`config.mk`:
```
export PLATFORM = sky130hd
export DESIGN_NAME = irq_src_cell
export DESIGN_NICKNAME = d
export VERILOG_FILES = /design/src/rtl/irq_cell_pkg.sv /design/src/rtl/irq_cell_ctl.sv /design/src/rtl/irq_cell_dp.sv /design/src/rtl/irq_src_cell.sv
export SDC_FILE = /design/constraint.sdc
export NUM_CORES = 1
export LEC_CHECK = 0
export BUFFER_PORTS_ARGS = -buffer_cell sky130_fd_sc_hd__buf_2
export CELL_PAD_IN_SITES_DETAIL_PLACEMENT = 1
export CELL_PAD_IN_SITES_GLOBAL_PLACEMENT = 1
export CORE_MARGIN = 2
export CORE_UTILIZATION = 36
export DETAILED_ROUTE_END_ITERATION = 10
export GPL_TIMING_DRIVEN = 0
export PLACE_DENSITY_LB_ADDON = 0.1
export SYNTH_ARGS = -nofsm -noshare
export SYNTH_HDL_FRONTEND = slang
export SYNTH_SLANG_ARGS = --single-unit
```
`constraint.sdc`:
```
create_clock -name clk -period 2.8 [get_ports clk]
set_input_delay 0.14 -clock clk [delete_from_list [all_inputs] [get_ports clk]]
set_output_delay 0.14 -clock clk [all_outputs]
set_load 0.005 [all_outputs]
```
`src/rtl/irq_cell_pkg.sv`:
```
package irq_cell_pkg;

  typedef enum logic [2:0] {
    CMD_NOP      = 3'd0,
    CMD_CLR_BOTH = 3'd1,
    CMD_SET_IUS  = 3'd2,
    CMD_CLR_IUS  = 3'd3,
    CMD_SET_IP   = 3'd4,
    CMD_CLR_IP   = 3'd5,
    CMD_SET_IE   = 3'd6,
    CMD_CLR_IE   = 3'd7
  } irqCmd_e;

  typedef enum logic [1:0] {
    SEL_CMD = 2'd0,
    SEL_CTL = 2'd1,
    SEL_VEC = 2'd2
  } wrSel_e;

  // Master control bit positions
  localparam int CTL_MIE = 7;
  localparam int CTL_DLC = 6;
  localparam int CTL_NV  = 5;
  localparam int CTL_VIS = 4;
  localparam int CTL_RST = 0;

  localparam int CMD_W = 3;

  typedef struct packed {
    logic setIp;
    logic clrIp;
    logic setIus;
    logic clrIus;
    logic setIe;
    logic clrIe;
    logic swRst;
  } irqStrobe_t;

endpackage

```
`src/rtl/irq_cell_ctl.sv`:
```
module irq_cell_ctl
  import irq_cell_pkg::*;
#(
  parameter int DATA_W = 8
) (
  input  logic              clk,
  input  logic              rstN,
  input  logic              wrEn,
  input  logic [1:0]        wrSel,
  input  logic [DATA_W-1:0] wrData,
  output irqStrobe_t        strobe,
  output logic              mie,
  output logic              dlc,
  output logic              noVec,
  output logic              vis,
  output logic              vecWr
);

  logic    mieR, dlcR, nvR, visR, rstR;
  logic    ctlWr, cmdWr;
  irqCmd_e cmd;

  assign ctlWr = wrEn && (wrSel == SEL_CTL);
  assign cmdWr = wrEn && (wrSel == SEL_CMD) && !rstR;
  assign vecWr = wrEn && (wrSel == SEL_VEC);
  assign cmd   = irqCmd_e'(wrData[DATA_W-1 -: CMD_W]);

  always_ff @(posedge clk) begin
    if (!rstN) begin
      mieR <= 1'b0;
      dlcR <= 1'b0;
      nvR  <= 1'b0;
      visR <= 1'b0;
      rstR <= 1'b0;
    end else if (ctlWr) begin
      mieR <= wrData[CTL_MIE];
      dlcR <= wrData[CTL_DLC];
      nvR  <= wrData[CTL_NV];
      visR <= wrData[CTL_VIS];
      rstR <= wrData[CTL_RST];
    end
  end

  always_comb begin
    strobe       = '0;
    strobe.swRst = rstR;
    if (cmdWr) begin
      unique case (cmd)
        CMD_CLR_BOTH: begin
          strobe.clrIp  = 1'b1;
          strobe.clrIus = 1'b1;
        end
        CMD_SET_IUS: strobe.setIus = 1'b1;
        CMD_CLR_IUS: strobe.clrIus = 1'b1;
        CMD_SET_IP:  strobe.setIp  = 1'b1;
        CMD_CLR_IP:  strobe.clrIp  = 1'b1;
        CMD_SET_IE:  strobe.setIe  = 1'b1;
        CMD_CLR_IE:  strobe.clrIe  = 1'b1;
        default: ;
      endcase
    end
  end

  assign mie   = mieR;
  assign dlc   = dlcR;
  assign noVec = nvR;
  assign vis   = visR;

  AST_ONE_SET_CMD: assert property (@(posedge clk) disable iff (!rstN)
    $onehot0({strobe.setIp, strobe.setIus, strobe.setIe, strobe.clrIe}));

  AST_RST_MUTES_CMD: assert property (@(posedge clk) disable iff (!rstN)
    strobe.swRst |-> !(strobe.setIp || strobe.clrIp || strobe.setIus ||
                       strobe.clrIus || strobe.setIe || strobe.clrIe));

endmodule

```
`src/rtl/irq_cell_dp.sv`:
```
module irq_cell_dp
  import irq_cell_pkg::*;
#(
  parameter int DATA_W = 8,
  parameter int CODE_W = 3
) (
  input  logic              clk,
  input  logic              rstN,
  input  irqStrobe_t        strobe,
  input  logic              mie,
  input  logic              dlc,
  input  logic              noVec,
  input  logic              vis,
  input  logic              vecWr,
  input  logic [DATA_W-1:0] wrData,
  input  logic              eventIn,
  input  logic              chainIn,
  input  logic              intAck,
  input  logic [CODE_W-1:0] statusCode,
  output logic [DATA_W-1:0] statusOut,
  output logic              intReq,
  output logic              blockLower,
  output logic [DATA_W-1:0] vecOut,
  output logic              vecValid
);

  localparam int FLAG_N = 4;
  localparam int LOW_W  = DATA_W - FLAG_N;

  logic              ip, ius, ie, err;
  logic              newEvt, ackTake;
  logic [DATA_W-1:0] vecReg, vecMix;

  assign newEvt  = eventIn | strobe.setIp;
  assign ackTake = intAck & intReq;

  always_ff @(posedge clk) begin
    if (!rstN || strobe.swRst) begin
      ip  <= 1'b0;
      ius <= 1'b0;
      ie  <= 1'b0;
      err <= 1'b0;
    end else begin
      ip  <= newEvt | (ip & ~strobe.clrIp);
      err <= strobe.clrIp ? 1'b0 : (err | (newEvt & ip));
      ius <= ackTake | strobe.setIus | (ius & ~strobe.clrIus);
      ie  <= strobe.setIe | (ie & ~strobe.clrIe);
    end
  end

  always_ff @(posedge clk) begin
    if (!rstN) vecReg <= '0;
    else if (vecWr) vecReg <= wrData;
  end

  assign intReq     = mie & ie & ip & ~ius & chainIn & ~strobe.swRst;
  assign blockLower = ius | intReq | dlc;
  assign statusOut  = {ius, ie, ip, err, {LOW_W{1'b0}}};

  // Per-bit vector merge: low CODE_W bits may carry the source status code
  for (genvar i = 0; i < DATA_W; i++) begin : g_vec
    if (i < CODE_W) begin : g_code
      assign vecMix[i] = vis ? statusCode[i] : vecReg[i];
    end else begin : g_base
      assign vecMix[i] = vecReg[i];
    end
  end

  assign vecValid = ackTake & ~noVec;
  assign vecOut   = vecValid ? vecMix : '0;

  AST_ACK_SETS_IUS: assert property (@(posedge clk) disable iff (!rstN)
    ackTake |=> ius);

  AST_ERR_NEEDS_IP: assert property (@(posedge clk) disable iff (!rstN)
    err |-> ip);

  AST_NULL_KEEPS: assert property (@(posedge clk) disable iff (!rstN)
    (!(strobe.setIp || strobe.clrIp || strobe.setIus || strobe.clrIus ||
       strobe.setIe || strobe.clrIe) && !eventIn && !ackTake && !strobe.swRst)
    |=> $stable({ip, ius, ie, err}));

  AST_SWRST_CLEARS: assert property (@(posedge clk) disable iff (!rstN)
    strobe.swRst |=> !(ip || ius || ie || err));

  AST_NOVEC_SILENT: assert property (@(posedge clk) disable iff (!rstN)
    (intAck && noVec) |-> !vecValid && (vecOut == '0));

endmodule

```
`src/rtl/irq_src_cell.sv`:
```
module irq_src_cell
  import irq_cell_pkg::*;
#(
  parameter int DATA_W = 8,
  parameter int CODE_W = 3
) (
  input  logic              clk,
  input  logic              rstN,
  input  logic              wrEn,
  input  logic [1:0]        wrSel,
  input  logic [DATA_W-1:0] wrData,
  input  logic              eventIn,
  input  logic [CODE_W-1:0] statusCode,
  input  logic              chainIn,
  input  logic              intAck,
  output logic [DATA_W-1:0] statusOut,
  output logic              intReq,
  output logic              blockLower,
  output logic [DATA_W-1:0] vecOut,
  output logic              vecValid
);

  irqStrobe_t strobe;
  logic       mie, dlc, noVec, vis, vecWr;

  irq_cell_ctl #(.DATA_W(DATA_W)) u_ctl (
    .clk    (clk),
    .rstN   (rstN),
    .wrEn   (wrEn),
    .wrSel  (wrSel),
    .wrData (wrData),
    .strobe (strobe),
    .mie    (mie),
    .dlc    (dlc),
    .noVec  (noVec),
    .vis    (vis),
    .vecWr  (vecWr)
  );

  irq_cell_dp #(.DATA_W(DATA_W), .CODE_W(CODE_W)) u_dp (
    .clk        (clk),
    .rstN       (rstN),
    .strobe     (strobe),
    .mie        (mie),
    .dlc        (dlc),
    .noVec      (noVec),
    .vis        (vis),
    .vecWr      (vecWr),
    .wrData     (wrData),
    .eventIn    (eventIn),
    .chainIn    (chainIn),
    .intAck     (intAck),
    .statusCode (statusCode),
    .statusOut  (statusOut),
    .intReq     (intReq),
    .blockLower (blockLower),
    .vecOut     (vecOut),
    .vecValid   (vecValid)
  );

endmodule

```
Word-level counts from Yosys, hierarchy flattened
Cells that the tools add are included.
{"block": "totals", "in_bits": 19, "wordCells": 66, "output_inout_bits": 19, "reg_bits": 17}
{"block": "op_classes", "bitwise_logic": 25, "n_mux": 11, "n_reduce_logical": 11, "n_eq_ne": 9}
{"operator": "$eq A3 B3 Y1 const B", "count": 4}
{"operator": "$and A1 B1 Y1", "count": 11}
{"operator": "$mux W1", "count": 9}
{"operator": "$mux W8", "count": 1}
{"operator": "$or A1 B1 Y1", "count": 8}
{"operator": "$eq A3 B2 Y1 const B", "count": 2}
{"operator": "$mux W6", "count": 1}
{"operator": "$not A1 Y1", "count": 6}
{"operator": "$reduce_or A2 Y1", "count": 3}
{"operator": "$logic_and A1 B1 Y1", "count": 4}
{"operator": "$eq A3 B1 Y1 const B", "count": 1}
{"operator": "$eq A2 B1 Y1 const B", "count": 1}
{"operator": "$eq A2 B2 Y1 const B", "count": 1}
{"operator": "$logic_not A1 Y1", "count": 2}
{"operator": "$logic_not A2 Y1", "count": 1}
{"operator": "$logic_or A1 B1 Y1", "count": 1}

Depth between registers and ports, before layout
Gate-level depths: netlist of the first run.
{"block": "logic_depth", "word_depth": 8, "ltp_mapped": 4, "mapped_depth_nobuf": 3}

Modules after synthesis
Synthesis of the first run repeated with hierarchy kept, for this count alone.
{"block": "hier_totals", "cells_unflattened": 108, "area_unflattened_um2": 970.9}
{"module": "irq_cell_dp", "area_each_um2": 648.1, "seq_area_each_um2": 240.2, "n_inst": 1, "cells_each": 72}
{"module": "irq_cell_ctl", "area_each_um2": 322.8, "seq_area_each_um2": 100.1, "n_inst": 1, "cells_each": 36}

Worst setup path before layout of the first run
Ideal clock, no wire load.
{"block": "synth_path", "path_kind": "register -> register", "start": "register u_ctl.rstR", "end": "register u_dp.ie", "stages_incl_launch_ff": 4, "setup_ps": 70, "synth_period_minus_slack_ps": 1361, "required_time_ps": 2730, "t_arrival_ps": 1292, "path_buffers": 0, "setup_slack_ps": 1439, "cell_sequence": "dfxtp_1 or4b_4 or3_1 a21oi_1"}
{"block": "synth_via", "elab_chain_len": 6, "elab_cells_between_ends": 7}
{"element": "start: declaration", "line_no": "irq_cell_ctl.sv:19", "text": "logic mieR, dlcR, nvR, visR, rstR;"}
{"element": "start signal: assignment", "line_no": "irq_cell_ctl.sv:40", "text": "rstR <= wrData[CTL_RST];"}
{"element": "$logic_not A1 Y1", "line_no": "irq_cell_ctl.sv:24", "text": "assign cmdWr = wrEn && (wrSel == SEL_CMD) && !rstR;"}
{"element": "$logic_and A1 B1 Y1", "line_no": "irq_cell_ctl.sv:24"}
{"element": "$mux W6", "line_no": "irq_cell_ctl.sv:47", "text": "if (cmdWr) begin"}
{"element": "$not A1 Y1", "line_no": "irq_cell_dp.sv:47", "text": "ie <= strobe.setIe | (ie & ~strobe.clrIe);"}
{"element": "$and A1 B1 Y1", "line_no": "irq_cell_dp.sv:47"}
{"element": "$or A1 B1 Y1", "line_no": "irq_cell_dp.sv:47"}
{"element": "end signal: assignment", "line_no": "irq_cell_dp.sv:47"}
{"element": "end: declaration", "line_no": "irq_cell_dp.sv:30", "text": "logic ip, ius, ie, err;"}
Parallel ways exist; a longest one is shown, timed or not.
A chain may end at the register's enable or synchronous reset.

Final worst setup path of the first run
{"block": "layout_path", "start": "register u_dp.ius", "end": "output vecOut[3]"}
{"block": "layout_via", "elab_chain_len": 7}
{"element": "start: declaration", "line_no": "irq_cell_dp.sv:30"}
{"element": "start signal: assignment", "line_no": "irq_cell_dp.sv:46", "text": "ius <= ackTake | strobe.setIus | (ius & ~strobe.clrIus);"}
{"element": "$not A1 Y1", "line_no": "irq_cell_dp.sv:56", "text": "assign intReq = mie & ie & ip & ~ius & chainIn & ~strobe.swRst;"}
{"element": "$and A1 B1 Y1 (3 in series)", "line_no": "irq_cell_dp.sv:56"}
{"element": "$and A1 B1 Y1", "line_no": "irq_cell_dp.sv:35", "text": "assign ackTake = intAck & intReq;"}
{"element": "$and A1 B1 Y1", "line_no": "irq_cell_dp.sv:69", "text": "assign vecValid = ackTake & ~noVec;"}
{"element": "$mux W8", "line_no": "irq_cell_dp.sv:70", "text": "assign vecOut = vecValid ? vecMix : '0;"}
{"element": "end: declaration", "line_no": "irq_src_cell.sv:19", "text": "output logic [DATA_W-1:0] vecOut,"}
Every way passes these cells.

==> key figures, run 1 <==
Placement
  • Routability congestion estimate: 0.7520
  • HPWL Detailed: 1.640 mm
  • Port Buf Inserts: 33
  • Placed inst area: 0.001120 sq mm
  • Inst Count DP: 159

Detailed routing
  • Avg Vias per Cell: 4.724
  • DRT Pass-1 Iters: 3
  • Remaining DRCs: 0
  • DRT antenna net count: 0
  • 1st-iter DRT viols: 4
  • Routed vias: 770
  • Routed len/inst: 12.45 um
  • Total Wirelength: 2.030 mm

Setup path
  • Critical path fanouts, max: 9
  • Critical Path End Type: output port
  • Critical path required time: 2660 ps
  • Worst EP arrival: 1640 ps
  • Crit path launch type: register
  • Crit path kind: reg2out

STA
  • Minimum clock period: 1779 ps
  • Max Slew Vio Count: 0
  • RSZ-0062 raised after global routing: no
  • Worst Skew: 4.299 ps
  • Hold Vio Cnt, Final: 0
  • Hold slack: 103.2 ps
  • Worst Tran Pin Value: 693.1 ps
  • Period utilisation layout: 63.55%
  • Post-Route Setup TNS: 0 ps
  • Max frequency: 0.5620 GHz
  • Max-Slew Margin vs Limit: 53.14%
  • Final setup viols: 0

Clocking
  • CTS hold repair buffers: 0
  • CTS tree: done
  • Post-CTS setup buffers: 0
  • Clock-pin slew on the worst setup and hold paths: 100 ps
  • Clk_lat worst skew: 290 ps
  • Clock Tree Root: clkbuf_4
  • CTS buffer count: 3
  • H-tree depth: 1
  • Clock buffer depth: 2
  • Post-CTS sizing: 0
  • CTS Sinks: 17

Cells and area
  • Final Cell Area: 0.001146 sq mm
  • Final Non-Filler Cells: 163
  • Area growth syn-to-layout: 26.52%
  • Most frequent cells in the layout: buf_2 (34), nor2b_1 (18), dfxtp_1 (17), mux2i_1 (16), buf_4 (8)
  • Share of layout cells above drive strength 1: 36.84%
  • Nets: 153
  • Diodes inserted: 0
  • Commonest non-fill, non-tap cell in the layout: buf_2

Global route
  • Vias in the first global route: 776
  • Grt ovf: 0
  • First-pass GRT wire length: 3.381 mm
  • Largest net degree at the start of global routing: 11
  • Total global-route track usage: 16.65%
  • Initial antenna violation count: 0

Floorplanning
  • DIE WIDTH: 54.16 um
  • Std-Cell Rows: 18
  • Boundary Pins: 38
  • Core Box Area: 0.002432 sq mm
  • Die H: 54.16 um
  • Initial Utilization: 37.24%
  • Die area: 0.002933 sq mm

Yosys
  • YS warnings: 0
  • Post-synthesis instance area: 905.9 sq um
  • Yosys cell types: 26
  • Synth Area per Inst: 9.741 sq um
  • Seq/Total Area, Yosys: 37.57%
  • Seq cells post-synth: 17
  • Cells after Synth: 93

Pwr
  • Maximum VDD drop: 255.5 uV
  • Pwr Density: 401.2 mW/mm^2
  • Overall power: 0.4599 mW
  • Leakage power: 0.5792 nW

Worst hold path
  • Worst hold path class: in2reg

Run status
  • Status: completed

Run
  • Total of max-cap violations: 0
state kept, by name (all words and copies together) (netlist names):
signal	count
u_ctl.dlc	1
u_dp.ie	1
u_ctl.rstR	1
u_dp.ip	1
u_dp.vecReg	8
u_ctl.mie	1
u_ctl.vis	1
u_dp.err	1
u_dp.ius	1
u_ctl.noVec	1
through the flow:
step           setup WS [ps]  utilization, %
5_1_grt                805.3           47.12
2_1_floorplan           1439               -
3_3_place_gp            1294           46.04
3_5_place_dp            1243           46.04
4_1_cts                943.5           47.12
6_report                1021           47.12
power by group:
part	total, mW	internal, mW	switching, mW
clock network	0.135	0.0555	0.0795
logic	0.0678	0.0376	0.0301
registers	0.257	0.251	0.00641
final cells by class:
class / instances / area [sq um]
inverter: 3 / 11.26
timing repair buffer: 33 / 165.2
sequential: 17 / 340.3
buffer: 10 / 68.82
tap: 30 / 37.54
clock buffer: 4 / 26.28
multi-input combinational: 66 / 496.7
fill: 314 / 1286
cell usage after synthesis:
library cell	instances	area, sq um
dfxtp_1	17	340.3
a31o_2	1	8.760
nor4b_4	1	23.77
a31oi_1	1	6.260
o21ai_0	1	5.000
and4bb_2	1	12.51
clkbuf_1	1	3.750
a21oi_1	1	5.000
conb_1	1	3.750
or3_1	2	12.51
inv_1	3	11.26
nor3b_1	1	7.510
nand2_1	2	7.510
mux2i_1	16	160.2
nand3b_1	2	15.01
o2bb2ai_1	1	8.760
nor2_1	2	7.510
buf_2	1	5.000
a211oi_1	3	22.52
and2_1	5	31.28
nor4_1	1	6.260
buf_4	8	60.06
or4b_4	1	13.76
nor4b_1	1	8.760
nand2b_1	1	6.260
nor2b_1	18	112.6
path summary, 6_finish.rpt:
check	slack, ps	cells after the start	start	end
worst min register to register	510	2	u_dp.ie	u_dp.ie
worst max register to register	1270	3	u_ctl.rstR	u_dp.err
worst max-delay path	1020	4	u_dp.ius	vecOut[3]
worst min-delay path	100	3	wrData[3]	u_dp.vecReg[3]
cell families (layout without fill, tap and decap cells):
group,count (synthesis),after routing,share of synthesized area [%]
buf+inv,13,50,8.839
compound gates,8,8,6.215
simple gates,38,38,29.28
other cells,1,4,0.4140
flops,17,17,37.57
mux,16,16,17.68
worst max-delay path, cell delays in order, from the launching register on:
cell	delay [ps]
dfxtp_1	350
and4bb_2	310
nor4b_4	380
and2_1	200
buf_2	110
metal layers:
| metal | wire (um) | share of wire, % | track usage [%] |
|---|---|---|---|
| met4 | 29 | 1.4 | 8.750 |
| met2 | 1036 | 51 | 29.72 |
| met5 | 0 | 0 | 0 |
| met3 | 103 | 5.1 | 3.333 |
| met1 | 861 | 42 | 18.31 |
No activity file was read; power rests on OpenSTA's default activity.
==> run 2: changes to the inputs <==
--- a/config.mk
+++ b/config.mk
@@ -9,7 +9,7 @@
 export CELL_PAD_IN_SITES_DETAIL_PLACEMENT = 1
 export CELL_PAD_IN_SITES_GLOBAL_PLACEMENT = 1
 export CORE_MARGIN = 2
-export CORE_UTILIZATION = 36
+export CORE_UTILIZATION = 30
 export DETAILED_ROUTE_END_ITERATION = 10
 export GPL_TIMING_DRIVEN = 0
 export PLACE_DENSITY_LB_ADDON = 0.1
==> constraint.sdc (replaced) <==
create_clock -name clk -period 1.55 [get_ports clk]
set_input_delay 0.0775 -clock clk [delete_from_list [all_inputs] [get_ports clk]]
set_output_delay 0.0775 -clock clk [all_outputs]
set_load 0.005 [all_outputs]
==> key figures, run 2 (synthesized netlist as in run 1, its figures left out) <==
STA
  • Max frequency: 0.6009 GHz
  • Hold Vio Cnt, Final: 0 (unchanged)
  • Final worst slack: -114.3 ps (-1135 ps)
  • Max Slew Vio Count: 0 (unchanged)
  • Worst Tran Pin Value: 678.0 ps (-15.12 ps)
  • Post-Route Setup TNS: -948.3 ps (-948.3 ps)
  • RSZ-0062 raised after global routing: yes
  • Final setup viols: 9 (+9)
  • Period utilisation layout: 107.4%
  • Minimum clock period: 1664 ps
  • Max-Slew Margin vs Limit: 54.16% (+1.0 points)
  • Worst Skew: 3.225 ps (-1.074 ps)

Detailed routing
  • Remaining DRCs: 2 (+2)
  • Routed len/inst: 12.66 um (+1.6%)
  • Avg Vias per Cell: 4.633 (-1.9%)
  • DRT Pass-1 Iters: 7 (+4)
  • Total Wirelength: 2.139 mm (+5.4%)
  • Routed vias: 783 (+1.7%)
  • DRT antenna net count: 0 (unchanged)
  • 1st-iter DRT viols: 20 (+16)

Cells and area
  • Final Non-Filler Cells: 169 (+3.7%)
  • Area occupied by multi-input gates: 516.7 sq um (+4.0%)
  • Area growth syn-to-layout: 34.39%
  • Final Cell Area: 0.001217 sq mm (+6.2%)
  • Share of layout cells above drive strength 1: 43.48% (+6.6 points)
  • Commonest non-fill, non-tap cell in the layout: buf_2
  • Most frequent cells in the layout: buf_2 (33), mux2i_1 (16), nor2b_1 (16), dfxtp_1 (15), buf_4 (13)
  • Largest Register: u_dp.vecReg
  • Nets: 158 (+3.3%)
  • Register Area: 345.3 sq um (+1.5%)
  • Max reg flops: 8 (unchanged)
  • # fillers: 341 (+8.6%)
  • Diodes inserted: 0 (unchanged)
  • Util after Layout: 43.40% (-3.7 points)

Global route
  • Initial antenna violation count: 0 (unchanged)
  • Total global-route track usage: 13.65% (-3.0 points)
  • Vias in the first global route: 761 (-1.9%)
  • First-pass GRT wire length: 3.532 mm (+4.5%)
  • Grt ovf: 0 (unchanged)
  • Largest net degree at the start of global routing: 11 (unchanged)

Placement
  • Inst Count DP: 160 (+0.63%)
  • Dpl ws: -8.499 ps (-1252 ps)
  • Placed inst area: 0.001121 sq mm (+0.11%)
  • Port Buf Inserts: 33 (unchanged)
  • Routability congestion estimate: 0.7648 (+1.7%)

Setup path
  • Largest stage delay, worst path: 370 ps (about the same)
  • Critical path required time: 1470 ps (-1190 ps)
  • Reg-to-Reg Start: u_ctl.rstR
  • Worst path top cell family by delay: simple AND/OR/NAND/NOR gates
  • Flop2flop setup slack: 10 ps (-1260 ps)
  • Worst reg2reg path endpoint: u_dp.err
  • Critical path fanouts, max: 6 (-3)
  • Buffers & Inverters on Critical Path: 2 (+1)
  • Crit path kind: reg2out
  • Crit path launch type: register
  • Slowest CP cell: dfxtp_4
  • Worst Setup EP: vecOut[0]
  • Worst EP arrival: 1590 ps (-50 ps)
  • Worst Setup SP: u_ctl.rstR
  • Critical-path cell list: and4bb_2 -> nor4b_4 -> buf_4 -> nor2b_1 -> buf_2
  • Crit path depth: 5 (+1)
  • Critical Path End Type: output port
  • R2R depth: 3 (unchanged)

Clocking
  • CTS Sinks: 17 (unchanged)
  • Clk_lat worst skew: 290 ps (about the same)
  • Clock-pin slew on the worst setup and hold paths: 100 ps (about the same)
  • Clock Tree Root: clkbuf_4
  • Clock buffer depth: 2 (unchanged)
  • CTS buffer count: 3 (unchanged)
  • CTS tree: done
  • H-tree depth: 1 (unchanged)

Worst hold path
  • Worst hold path class: in2reg

Pwr
  • Leakage power: 0.6123 nW (+5.7%)
  • Pwr Density: 681.3 mW/mm^2 (+70%)
  • Maximum VDD drop: 533.8 uV (+110%)

Floorplanning
  • DIE WIDTH: 58.95 um (+8.8%)
  • Std-Cell Rows: 19 (+1)
  • Die H: 58.95 um (+8.8%)
  • Boundary Pins: 38 (unchanged)
  • Core Box Area: 0.002805 sq mm (+15%)
  • Die area: 0.003475 sq mm (+18%)
  • Initial Utilization: 32.29% (-5.0 points)

Run status
  • Failing checks: DRC, setup timing
  • Status: finished with violations

Run
  • Total of max-cap violations: 0 (unchanged)
## run 2: changes by cell type in the layout (fill, tap and decap cells not counted), sizes merged
cell,before,now
buf,42,47
clkbuf,5,4
clkinv,0,1
## run 2: worst min-delay path by stage
stage                     slack [ps]              to  depth (start not counted)  startpoint
final                             40  u_dp.vecReg[2]                          3   wrData[2]
after global routing              40  u_dp.vecReg[2]                          3   wrData[2]
after global placement           330  u_dp.vecReg[3]                          3   wrData[3]
after CTS                         20  u_dp.vecReg[3]                          3   wrData[3]
after detailed placement         340  u_dp.vecReg[2]                          3   wrData[2]
after floorplan                  210       u_ctl.vis                          1        rstN
## run 2: where the power goes
| group | total, mW | leakage (nW) | switching [mW] | internal (mW) |
|---|---|---|---|---|
| sequential | 0.463 | 0.140 | 0.0111 | 0.452 |
| combinational | 0.129 | 0.455 | 0.0574 | 0.0711 |
| clock | 0.238 | 0.0177 | 0.142 | 0.0960 |
| total | 0.829 | 0.612 | 0.211 | 0.619 |
## run 2: per-stage QoR
stage / total power [mW] / hold WS (ps)
after global placement: 0.5950 / 334.0
after CTS: 0.8483 / 23.59
after detailed placement: 0.5988 / 339.8
after floorplan: 0.5470 / 205.7
after global routing: 0.8900 / 35.47
final: 0.8295 / 35.57
## run 2: area by class of cell
type / count / area share [%]
clock inverters: 1 / 0.4111
flip-flops and latches: 17 / 28.37
repair buffers: 38 / 17.16
well taps: 31 / 3.186
inverters: 3 / 0.9250
clock buffers: 3 / 1.850
plain buffers: 10 / 5.653
multi-input cells: 66 / 42.45
## run 2: worst reg2reg max path, delay by kind of cell (launching register included)
family,cells,cell delay (ps)
and+or+nand+nor,2,920
DFF,1,370
AOI/OAI and AO/OA,1,170
## run 2: what timing repair did
action,in CTS,in global routing
pin swaps,0,3
endpoints found under the setup margin,11,14
hold buffers,0,0
gates cloned,0,0
setup buffers,4,1
resized for setup,6,2
## run 2: metal layers
metal	share of wire [%]	GRT usage [%]	vias to the layer above
li1	-	-	397
met4	0.89	2.922	0
met3	5.4	4.835	2
met5	0	0	-
met1	42	17.00	364
met2	51	22.70	20
==> run 3: changes to the inputs <==
--- a/config.mk
+++ b/config.mk
@@ -9,10 +9,11 @@
 export CELL_PAD_IN_SITES_DETAIL_PLACEMENT = 1
 export CELL_PAD_IN_SITES_GLOBAL_PLACEMENT = 1
 export CORE_MARGIN = 2
-export CORE_UTILIZATION = 30
+export CORE_UTILIZATION = 31
 export DETAILED_ROUTE_END_ITERATION = 10
 export GPL_TIMING_DRIVEN = 0
 export PLACE_DENSITY_LB_ADDON = 0.1
 export SYNTH_ARGS = -nofsm -noshare
 export SYNTH_HDL_FRONTEND = slang
+export SYNTH_HIERARCHICAL = 1
 export SYNTH_SLANG_ARGS = --single-unit
==> key figures, run 3 <==
Placement
  • Dpl ws: -99.34 ps (-90.84 ps)
  • HPWL Detailed: 1.730 mm
  • Placed inst area: 0.001202 sq mm (+7.3%)
  • Port Buf Inserts: 33 (unchanged)
  • Routability congestion estimate: 0.7244 (-5.3%)

Global route
  • Met2 usage: 24.38% (+1.7 points)
  • Vias in the first global route: 857 (+13%)
  • First-pass GRT wire length: 3.732 mm (+5.7%)
  • Total global-route track usage: 14.11% (+0.45 points)
  • M3 GR Usage: 1.948% (-2.9 points)
  • Largest net degree at the start of global routing: 11 (unchanged)
  • Grt ovf: 0 (unchanged)
  • Initial antenna violation count: 0 (unchanged)
  • Most crowded layer after global routing: met2
  • GRT met1 Usage: 16.67% (-0.34 points)

Clocking
  • Clock-pin slew on the worst setup and hold paths: 110 ps (about the same)
  • CTS hold repair buffers: 0 (unchanged)
  • Clock buffer depth: 2 (unchanged)
  • CTS buffer count: 3 (unchanged)
  • CTS tree: done
  • Clk_lat worst skew: 290 ps (about the same)
  • CTS Sinks: 17 (unchanged)
  • H-tree depth: 1 (unchanged)
  • Clock Tree Root: clkbuf_4

Yosys
  • Post-synth ARST share: 0% (unchanged)
  • Seq cells post-synth: 17 (unchanged)
  • YS warnings: 6 (+6)
  • EDFF count, synth: 0 (unchanged)
  • Dominant cell type by area after synthesis: dfxtp_1
  • Cells after Synth: 108 (+16%)
  • Ys flop type: dfxtp_1
  • Synth Area per Inst: 8.990 sq um (-7.7%)
  • Top-count cell post-synth: dfxtp_1
  • Synth area leaders: dfxtp_1 (35%), mux2i_1 (16%), buf_4 (7.0%)
  • Seq/Total Area, Yosys: 35.05% (-2.5 points)
  • Yosys cell types: 31 (+19%)
  • Synth cell count leaders: dfxtp_1 (17), mux2i_1 (16), nand2_1 (12)
  • Synth top area share: 35.05% (-2.5 points)
  • Post-synthesis instance area: 970.9 sq um (+7.2%)

Pwr
  • Part of the power in registers: 54.5% (-1.3 points)
  • Cell-internal power: 0.6216 mW (+0.44%)
  • Switching pwr: 0.2323 mW (+10%)
  • Overall power: 0.8539 mW (+2.9%)
  • Pwr Density: 649.4 mW/mm^2 (-4.7%)
  • Comb pwr share: 16.2% (+0.7 points)
  • Clk pwr share: 29.3% (+0.6 points)
  • Sw frac: 27.20% (+1.8 points)
  • Leakage power: 0.5831 nW (-4.8%)
  • Maximum VDD drop: 318.0 uV (-40%)

Worst hold path
  • Hold Path Stages: 3 (unchanged)
  • Worst hold path class: in2reg
  • Beginning of the worst hold path: wrData[0]
  • Hold Crit Endpoint: u_ctl/rstR

STA
  • Final worst slack: -90.46 ps (+23.82 ps)
  • Max Slew Vio Count: 0 (unchanged)
  • Hold Vio Cnt, Final: 0 (unchanged)
  • Final setup viols: 7 (-2)
  • Post-Route Setup TNS: -501.2 ps (+447.1 ps)
  • Worst Skew: 3.471 ps (+0.2463 ps)
  • Max frequency: 0.6096 GHz (+1.5%)
  • Period utilisation layout: 105.8% (-1.5 points)
  • Minimum clock period: 1640 ps (-23.82 ps)
  • RSZ-0062 raised after global routing: yes

Run
  • Total of max-cap violations: 0 (unchanged)

Cells and area
  • # fillers: 375 (+10%)
  • Commonest non-fill, non-tap cell in the layout: buf_2
  • Diodes inserted: 0 (unchanged)
  • Share of layout cells above drive strength 1: 43.33% (-0.14 points)
  • Max reg flops: 8 (unchanged)
  • Largest Register: u_dp/vecReg
  • Final Cell Area: 0.001315 sq mm (+8.0%)
  • Area growth syn-to-layout: 35.44%
  • Most frequent cells in the layout: buf_2 (30), mux2i_1 (16), dfxtp_1 (16), nand2_1 (12), buf_4 (10)
  • Nets: 170 (+7.6%)
  • Util after Layout: 43.43% (about the same)

Setup path
  • Worst path most repeated cell: buf_6
  • Crit path launch type: register
  • Slowest CP cell: dfxtp_2
  • R2R depth: 6 (+3)
  • Critical path fanouts, max: 6 (unchanged)
  • Reg-to-Reg Start: u_ctl/rstR
  • Flop2flop setup slack: -40 ps (-50 ps)
  • Crit path kind: reg2out
  • Critical Path End Type: output port
  • Worst reg2reg path endpoint: u_dp/ius
  • Critical path required time: 1470 ps (about the same)
  • Largest stage delay, worst path: 350 ps (-20 ps)
  • Worst EP arrival: 1560 ps (-30 ps)
  • Critical-path cell list: buf_6 -> and4bb_1 -> nand4_4 -> inv_4 -> and2_4 -> buf_6

Detailed routing
  • Routed len/inst: 11.66 um (-7.9%)
  • Routed vias: 863 (+10%)
  • DRT antenna net count: 0 (unchanged)
  • DRT Pass-1 Iters: 4 (-3)
  • Remaining DRCs: 0 (-2)
  • 1st-iter DRT viols: 7 (-65%)
  • Avg Vias per Cell: 4.448 (-4.0%)
  • Total Wirelength: 2.262 mm (+5.8%)

Floorplanning
  • Die area: 0.003596 sq mm (+3.5%)
  • Initial Utilization: 32.07% (-0.23 points)
  • Core Box Area: 0.003028 sq mm (+7.9%)
  • Boundary Pins: 38 (unchanged)
  • DIE WIDTH: 59.97 um (+1.7%)
  • Std-Cell Rows: 20 (+1)
  • Die H: 59.97 um (+1.7%)

Run status
  • Failing checks: setup timing
  • Status: finished with violations
[run 3: cell count changes after synthesis, moves of 3 or more]
cell	change
a21oi_1	+3
nand2_1	+10
nor2_1	+3
nor2b_1	-10
nor3_2	+3
[run 3: how the worst max path moves through the flow]
stage                     startpoint   endpoint  slack, ps
after floorplan           u_ctl/rstR   u_dp/err         30
after global placement    u_ctl/rstR   u_dp/err        -40
after detailed placement  u_ctl/rstR   u_dp/err       -100
after CTS                 u_ctl/rstR  vecOut[6]       -130
after global routing      u_ctl/rstR  vecOut[4]       -190
final                     u_ctl/rstR  vecOut[7]        -90
[run 3: kinds of logic after synthesis]
logic type             after synthesis  synth area share [%]
other                                1                0.3862
muxes                               16                 16.49
AOI/OAI and AO/OA                    6                 3.350
and+or+nand+nor                     49                 32.99
buffers and inverters               19                 11.72
DFF                                 17                 35.05
[run 3: per-layer routing]
layer  vias up  wire (um)
li1        431          -
met1       405       1020
met2        25       1121
met3         2         99
met4         0         21
met5         -          0
[run 3: critical path, delay by kind of cell, from the launching register on]
| family | cells | cell delay [ps] |
|---|---|---|
| buffers and inverters | 3 | 310 |
| flip-flops | 1 | 350 |
| AND/OR/NAND/NOR | 3 | 600 |
[run 3: through the flow]
step	hold WS, ps	cells
detailed placement	347.6	188
floorplan	205.7	111
CTS	18.14	194
global route	13.55	194
finish	25.95	194
global placement	337.0	188
[run 3: timing repair]
action,4_1_cts,5_1_grt
endpoints found under the setup margin,11,13
resized for setup,14,2
buffers inserted,2,0
pin swaps,8,5
[run 3: final cells by class]
cell class | instances | area (sq um) | share of cell area [%]
buffer | 13 | 95.09 | 7.231
sequential | 17 | 341.6 | 25.98
clock buffer | 3 | 22.52 | 1.713
tap | 44 | 55.05 | 4.186
clock inverter | 1 | 5.005 | 0.3806
multi-input combinational | 75 | 565.5 | 43.01
timing repair buffer | 35 | 205.2 | 15.60
inverter | 6 | 25.02 | 1.903
[run 3: power by group through the flow]
stage / logic (mW) / registers [mW] / clock network, mW
CTS: 0.138 / 0.466 / 0.263
global placement: 0.127 / 0.474 / 0
finish: 0.138 / 0.465 / 0.250
floorplan: 0.0805 / 0.471 / 0
global route: 0.155 / 0.467 / 0.283
detailed placement: 0.130 / 0.474 / 0
